==> src/rtl/pwm3_pkg.sv <==
package pwm3_pkg;

    typedef enum logic [1:0] {
        CMD_OFF  = 2'b00,
        CMD_LOW  = 2'b01,
        CMD_HIGH = 2'b10
    } drive_cmd_e;

    typedef enum logic [1:0] {
        BAND_MID  = 2'b00,
        BAND_LOW  = 2'b01,
        BAND_HIGH = 2'b10
    } band_e;

endpackage

==> src/rtl/pwm3_band_decode.sv <==
module pwm3_band_decode
    import pwm3_pkg::*;
#(
    parameter int CODE_W      = 12,
    parameter int HI_ENTER_MV = 2250,
    parameter int HI_EXIT_MV  = 2200,
    parameter int LO_ENTER_MV = 850,
    parameter int LO_EXIT_MV  = 950
) (
    input  logic [CODE_W-1:0] code_i,
    input  band_e             band_q_i,
    output band_e             band_d_o
);

    localparam logic [CODE_W-1:0] HI_ENTER_C = CODE_W'(HI_ENTER_MV);
    localparam logic [CODE_W-1:0] HI_EXIT_C  = CODE_W'(HI_EXIT_MV);
    localparam logic [CODE_W-1:0] LO_ENTER_C = CODE_W'(LO_ENTER_MV);
    localparam logic [CODE_W-1:0] LO_EXIT_C  = CODE_W'(LO_EXIT_MV);

    logic over_hi_enter;
    logic under_hi_exit;
    logic under_lo_enter;
    logic over_lo_exit;

    always_comb begin
        over_hi_enter  = code_i > HI_ENTER_C;
        under_hi_exit  = code_i < HI_EXIT_C;
        under_lo_enter = code_i < LO_ENTER_C;
        over_lo_exit   = code_i > LO_EXIT_C;

        band_d_o = band_q_i;
        unique case (band_q_i)
            BAND_HIGH: begin
                if (under_lo_enter)     band_d_o = BAND_LOW;
                else if (under_hi_exit) band_d_o = BAND_MID;
            end
            BAND_LOW: begin
                if (over_hi_enter)      band_d_o = BAND_HIGH;
                else if (over_lo_exit)  band_d_o = BAND_MID;
            end
            default: begin
                if (over_hi_enter)       band_d_o = BAND_HIGH;
                else if (under_lo_enter) band_d_o = BAND_LOW;
                else                     band_d_o = BAND_MID;
            end
        endcase
    end

endmodule

==> src/rtl/pwm3_holdoff.sv <==
module pwm3_holdoff #(
    parameter int HOLD_CYCLES = 20
) (
    input  logic clk_i,
    input  logic rst_ni,
    input  logic mid_i,
    output logic expired_o
);

    localparam int CNT_W = $clog2(HOLD_CYCLES + 1);
    localparam logic [CNT_W-1:0] LIMIT = CNT_W'(HOLD_CYCLES);

    typedef struct packed {
        logic [CNT_W-1:0] cnt;
    } hold_st_t;

    hold_st_t st_d, st_q;

    always_comb begin
        st_d = st_q;
        if (!mid_i)
            st_d.cnt = '0;
        else if (st_q.cnt != LIMIT)
            st_d.cnt = st_q.cnt + 1'b1;
        expired_o = mid_i && (st_d.cnt == LIMIT);
    end

    always_ff @(posedge clk_i or negedge rst_ni) begin
        if (!rst_ni) st_q <= '0;
        else         st_q <= st_d;
    end

    // leaving the window restarts the count
    assert_count_clear_R7: assert property (@(posedge clk_i) disable iff (!rst_ni)
        !mid_i |=> (st_q.cnt == '0));

    // the count never passes its limit
    assert_count_bound_R6: assert property (@(posedge clk_i) disable iff (!rst_ni)
        st_q.cnt <= LIMIT);

endmodule

==> src/rtl/pwm3_level_classifier.sv <==
module pwm3_level_classifier
    import pwm3_pkg::*;
#(
    parameter int CODE_W      = 12,
    parameter int HI_ENTER_MV = 2250,
    parameter int HI_EXIT_MV  = 2200,
    parameter int LO_ENTER_MV = 850,
    parameter int LO_EXIT_MV  = 950,
    parameter int HOLD_CYCLES = 20
) (
    input  logic              clk_i,
    input  logic              rst_ni,
    input  logic [CODE_W-1:0] code_i,
    output logic [1:0]        cmd_o,
    output logic              exit_o
);

    localparam logic [CODE_W-1:0] HI_EXIT_C = CODE_W'(HI_EXIT_MV);
    localparam logic [CODE_W-1:0] LO_EXIT_C = CODE_W'(LO_EXIT_MV);

    typedef struct packed {
        band_e      band;
        drive_cmd_e cmd;
        logic       leave;
    } cls_st_t;

    cls_st_t st_d, st_q;
    band_e   band_next;
    logic    hold_expired;

    pwm3_band_decode #(
        .CODE_W      (CODE_W),
        .HI_ENTER_MV (HI_ENTER_MV),
        .HI_EXIT_MV  (HI_EXIT_MV),
        .LO_ENTER_MV (LO_ENTER_MV),
        .LO_EXIT_MV  (LO_EXIT_MV)
    ) band_dec_i (
        .code_i   (code_i),
        .band_q_i (st_q.band),
        .band_d_o (band_next)
    );

    pwm3_holdoff #(
        .HOLD_CYCLES (HOLD_CYCLES)
    ) holdoff_i (
        .clk_i     (clk_i),
        .rst_ni    (rst_ni),
        .mid_i     (band_next == BAND_MID),
        .expired_o (hold_expired)
    );

    always_comb begin
        st_d      = st_q;
        st_d.band = band_next;
        unique case (band_next)
            BAND_HIGH: st_d.cmd = CMD_HIGH;
            BAND_LOW:  st_d.cmd = CMD_LOW;
            default:   if (hold_expired) st_d.cmd = CMD_OFF;
        endcase
        st_d.leave = (st_q.cmd == CMD_OFF) && (st_d.cmd != CMD_OFF);
    end

    always_ff @(posedge clk_i or negedge rst_ni) begin
        if (!rst_ni) begin
            st_q.band  <= BAND_MID;
            st_q.cmd   <= CMD_OFF;
            st_q.leave <= 1'b0;
        end else begin
            st_q <= st_d;
        end
    end

    assign cmd_o  = st_q.cmd;
    assign exit_o = st_q.leave;

    // the high band is only held by samples at or above its exit level
    assert_high_band_R3: assert property (@(posedge clk_i) disable iff (!rst_ni)
        (st_q.band == BAND_HIGH) |-> ($past(code_i) >= HI_EXIT_C));

    // the low band is only held by samples at or below its exit level
    assert_low_band_R5: assert property (@(posedge clk_i) disable iff (!rst_ni)
        (st_q.band == BAND_LOW) |-> ($past(code_i) <= LO_EXIT_C));

    // shutdown is only entered from the middle window
    assert_off_from_mid_R6: assert property (@(posedge clk_i) disable iff (!rst_ni)
        ((cmd_o == CMD_OFF) && ($past(cmd_o) != CMD_OFF)) |-> (st_q.band == BAND_MID));

    // the exit mark accompanies the first command after shutdown
    assert_exit_mark_R8: assert property (@(posedge clk_i) disable iff (!rst_ni)
        exit_o |-> ((cmd_o != CMD_OFF) && ($past(cmd_o) == CMD_OFF)));

    // only the three defined command codes appear
    assert_cmd_legal_R1: assert property (@(posedge clk_i) disable iff (!rst_ni)
        cmd_o != 2'b11);

endmodule

==> config.mk <==
export PLATFORM = sky130hd
export DESIGN_NAME = pwm3_level_classifier
export DESIGN_NICKNAME = d
export VERILOG_FILES = /design/src/rtl/pwm3_pkg.sv /design/src/rtl/pwm3_band_decode.sv /design/src/rtl/pwm3_holdoff.sv /design/src/rtl/pwm3_level_classifier.sv
export SDC_FILE = /design/constraint.sdc
export NUM_CORES = 1
export LEC_CHECK = 0
export BUFFER_PORTS_ARGS = -buffer_cell sky130_fd_sc_hd__clkbuf_2
export CORE_ASPECT_RATIO = 0.9
export CORE_MARGIN = 2
export CORE_UTILIZATION = 45
export CTS_CLUSTER_DIAMETER = 60
export DETAILED_ROUTE_END_ITERATION = 10
export GPL_ROUTABILITY_DRIVEN = 1
export HOLD_SLACK_MARGIN = 0.15
export PLACE_DENSITY = 0.77
export SYNTH_ARGS = -nofsm -noshare
export SYNTH_HDL_FRONTEND = slang
export SYNTH_SLANG_ARGS = --single-unit
==> constraint.sdc <==
create_clock -name clk_i -period 2.15 [get_ports clk_i]
set_input_delay 0.215 -clock clk_i [delete_from_list [all_inputs] [get_ports clk_i]]
set_output_delay 0.215 -clock clk_i [all_outputs]
set_load 0.005 [all_outputs]
==> key figures <==
Outcome
  – Outcome: finished, final reports clean

Clock network
  – Max clock buf depth: 2
  – CTS tree: done
  – TritonCTS Buffers: 3
  – Root Buffer: clkbuf_4
  – H-tree levels: 1
  – Clock Pin Slew Worst Setup and Hold Paths: approximately 0.070 ns
  – CTS Sinks: 10
  – Worst skew pair latency: between 0.2 and 0.3 ns

STA
  – Fmax: 0.473 GHz
  – Final period utilization: 0.983
  – Setup Total Neg Slack: 0 ns
  – Unrepaired setup endpoints after global routing: yes
  – Relative slew slack: 0.777
  – Slew Limit Fails: 0
  – Final min period: around 2.1 ns
  – Worst-Margin Slew: roughly 0.33 ns
  – Final Hold Fails: 0
  – Clock skew after layout: approximately 0.004 ns
  – Setup-failing EPs final: 0

Synthesis
  – Mapped Area: ~690 sq um
  – Synthesis Warnings: 0
  – Post-synth net total: 90
  – Seq/Total Area, Yosys: 0.364
  – Post-synthesis cell type count: 33
  – Synth Register Bits: 10
  – Avg Cell Area, Syn: 9.97 sq um
  – Gate Count Post-Synth: approximately 70

Route
  – 1st-iter DRT viols: 15
  – Wire per inst: ~13 microns
  – Residual DRC: 0
  – Routed WL: between 1500 and 2000 microns
  – Routed Antenna Nets: 0
  – Via density: ~5.5
  – Routed vias: ~650
  – DR pass1 iterations: 4

Floorplan
  – Row count: 13
  – Initial Util: 0.481
  – Die Ht: 41.1 microns
  – I/O Pins: 17
  – Die boundary width: between 40 and 50 microns
  – Total Die Area: around 1900 sq um
  – Core area: between 1000 and 1500 sq um

Layout
  – Antenna diodes: 0
  – Design Area, Final: slightly below 1000 sq um
  – Sequential cell area: approximately 250 sq um
  – Layout area overhead: 44.0%
  – Fill count: a little over 100
  – Share of cells above drive strength 1: 0.452
  – Final std cells w/o fill: around 120
  – Total Nets Final: about 130
  – Final Util: 0.692
  – Multi-input gate area: roughly 480 sq um

Worst setup path
  – CP arrival: about 2.3 ns
  – Crit path kind: reg2reg
  – Critical Path Start Type: flip-flop
  – Worst setup EP type: flip-flop
  – Crit-path max FO: 4
  – Crit path required time: about 2.3 ns

Run
  – Max Cap Viol: 0

Pwr
  – Leak: ~0.46 nW
  – Total power draw: 0.000794 W
  – Worst VDD drop: ~500 uV
  – Pwr dens: ~800 nW/um^2

Global route
  – Grt total ovfl: 0
  – Pin count of the biggest net entering global routing: 11
  – GRT Util Overall: 0.171
  – Vias in the first global route: 542
  – First-pass GRT wire length: 2190 microns
  – Antenna violations before repair: 0

Placed design
  – Post-DP HPWL: between 1000 and 1500 microns
  – Cell count after placement: 112
  – Placed cell areas: 877 sq um
  – GP Congestion: roughly 0.74
  – IO Port Bufs: 16

Min path
  – Class of the worst hold path: in2reg
## layout make-up
type	instances	share of cell area
clock buffer	3	0.0227
inverter	4	0.0152
multi-input combinational	55	0.485
sequential	10	0.254
tap	15	0.0189
timing repair buffer	32	0.205
## state kept, by name, indices dropped and copies added, names as in the netlist
name / flops
st_q: 2
cmd_o: 2
exit_o: 1
holdoff_i.st_q: 5
## kinds of logic after synthesis
kind of cell | after synthesis | share of synthesized area
DFF | 10 | 0.364
muxes | 2 | 0.0291
buffers and inverters | 4 | 0.0218
xor gates and xnor gates | 3 | 0.0382
adders and majority gates | 7 | 0.127
AOI/OAI and AO/OA | 19 | 0.218
and+or+nand+nor | 24 | 0.202
## routing by layer
layer  share of wire  vias to the layer above  global-route usage
li1                -                      335                   -
met2            0.52                        7               0.282
met4               0                        0              0.0441
met3           0.027                        0              0.0396
met5               0                        -                   0
met1            0.45                      309               0.226
## path summary, 6_finish.rpt
check,startpoint,end,slack [ns],cells after the start
setup / recovery,st_q[4],cmd_o[1],0.04,11
hold / removal,code_i[11],st_q[4],0.33,3
setup reg to reg,st_q[4],cmd_o[1],0.04,11
hold reg to reg,cmd_o[1],exit_o,0.46,1
max in group asynchronous,rst_ni,st_q[3],1.59,2
min in group asynchronous,rst_ni,st_q[4],0.34,2
## worst max-delay path, cell delays in order, from the launching register on
cell	delay, ns
dfrtp_1	0.41
inv_2	0.07
ha_4	0.16
o311a_4	0.12
a31oi_4	0.19
o22a_1	0.21
ha_2	0.20
o21ai_2	0.05
a31oi_1	0.17
nand4_1	0.12
nor3_2	0.23
nor2_1	0.07
## where the power goes
| group | internal [W] | total, W | switching (W) |
|---|---|---|---|
| clock network | 0.0000646 | 0.000128 | 0.0000632 |
| logic | 0.000206 | 0.000377 | 0.000171 |
| registers | 0.000242 | 0.000289 | 0.0000469 |
| total | 0.000513 | 0.000794 | 0.000281 |
## stage by stage
| step | setup WS, ns | hold WS (ns) |
|---|---|---|
| 3_3_place_gp | -0.145 | 0.0818 |
| 4_1_cts | 0.00380 | 0.353 |
| 6_report | 0.0372 | 0.328 |
| 5_1_grt | -0.0953 | 0.339 |
| 2_1_floorplan | 0.0718 | -0.0806 |
| 3_5_place_dp | -0.200 | 0.0909 |
## cell usage in the layout (no fill, tap or decap), types with 2 or more instances in the layout
cell type	synthesis	routed
ha_4	0	2
inv_1	4	2
nand2b_1	2	2
nand3_1	2	2
inv_2	0	2
clkbuf_4	0	3
ha_1	7	4
a21oi_1	2	2
buf_4	0	15
a31oi_1	2	2
nor2_1	5	5
xnor2_1	3	3
nand4b_1	2	2
a21o_1	2	2
o21ai_2	0	2
and2_1	3	3
nand2_1	2	2
mux2i_1	2	2
clkbuf_2	0	16
dfrtp_1	10	9
## cell usage after synthesis
cell type   n  area, sq um
nand2_1     2         7.51
nand4b_1    2         17.5
nor2_1      5         18.8
or3_1       1         6.26
a31oi_1     2         12.5
mux2i_1     2         20.0
inv_1       4         15.0
a211o_1     1         8.76
a211o_2     1         10.0
o31ai_1     1         7.51
a21o_1      2         15.0
a2bb2oi_1   1         8.76
dfrtp_1    10          250
o311a_1     1         10.0
and2_1      3         18.8
o22ai_1     1         6.26
nor3_1      1         5.00
nand2b_1    2         12.5
a31oi_4     1         21.3
nor4_1      1         6.26
o21a_1      1         7.51
o221ai_1    1         8.76
ha_1        7         87.6
o21ai_0     3         15.0
nand3b_1    1         7.51
or2b_1      1         7.51
xnor2_1     3         26.3
nand4_1     1         6.26
nand3_1     2         10.0
a21oi_1     2         10.0
o22a_1      1         8.76
and3_1      1         6.26
nor4b_1     1         8.76
## repair_timing
item                                   CTS  global route
buffers inserted                         0             3
gates resized for setup                  1            13
setup endpoints to repair                2             3
endpoints found under the hold margin   10             0
hold buffers                             1             0
pin swaps                                0             7
(Power assumes the default switching activity.)
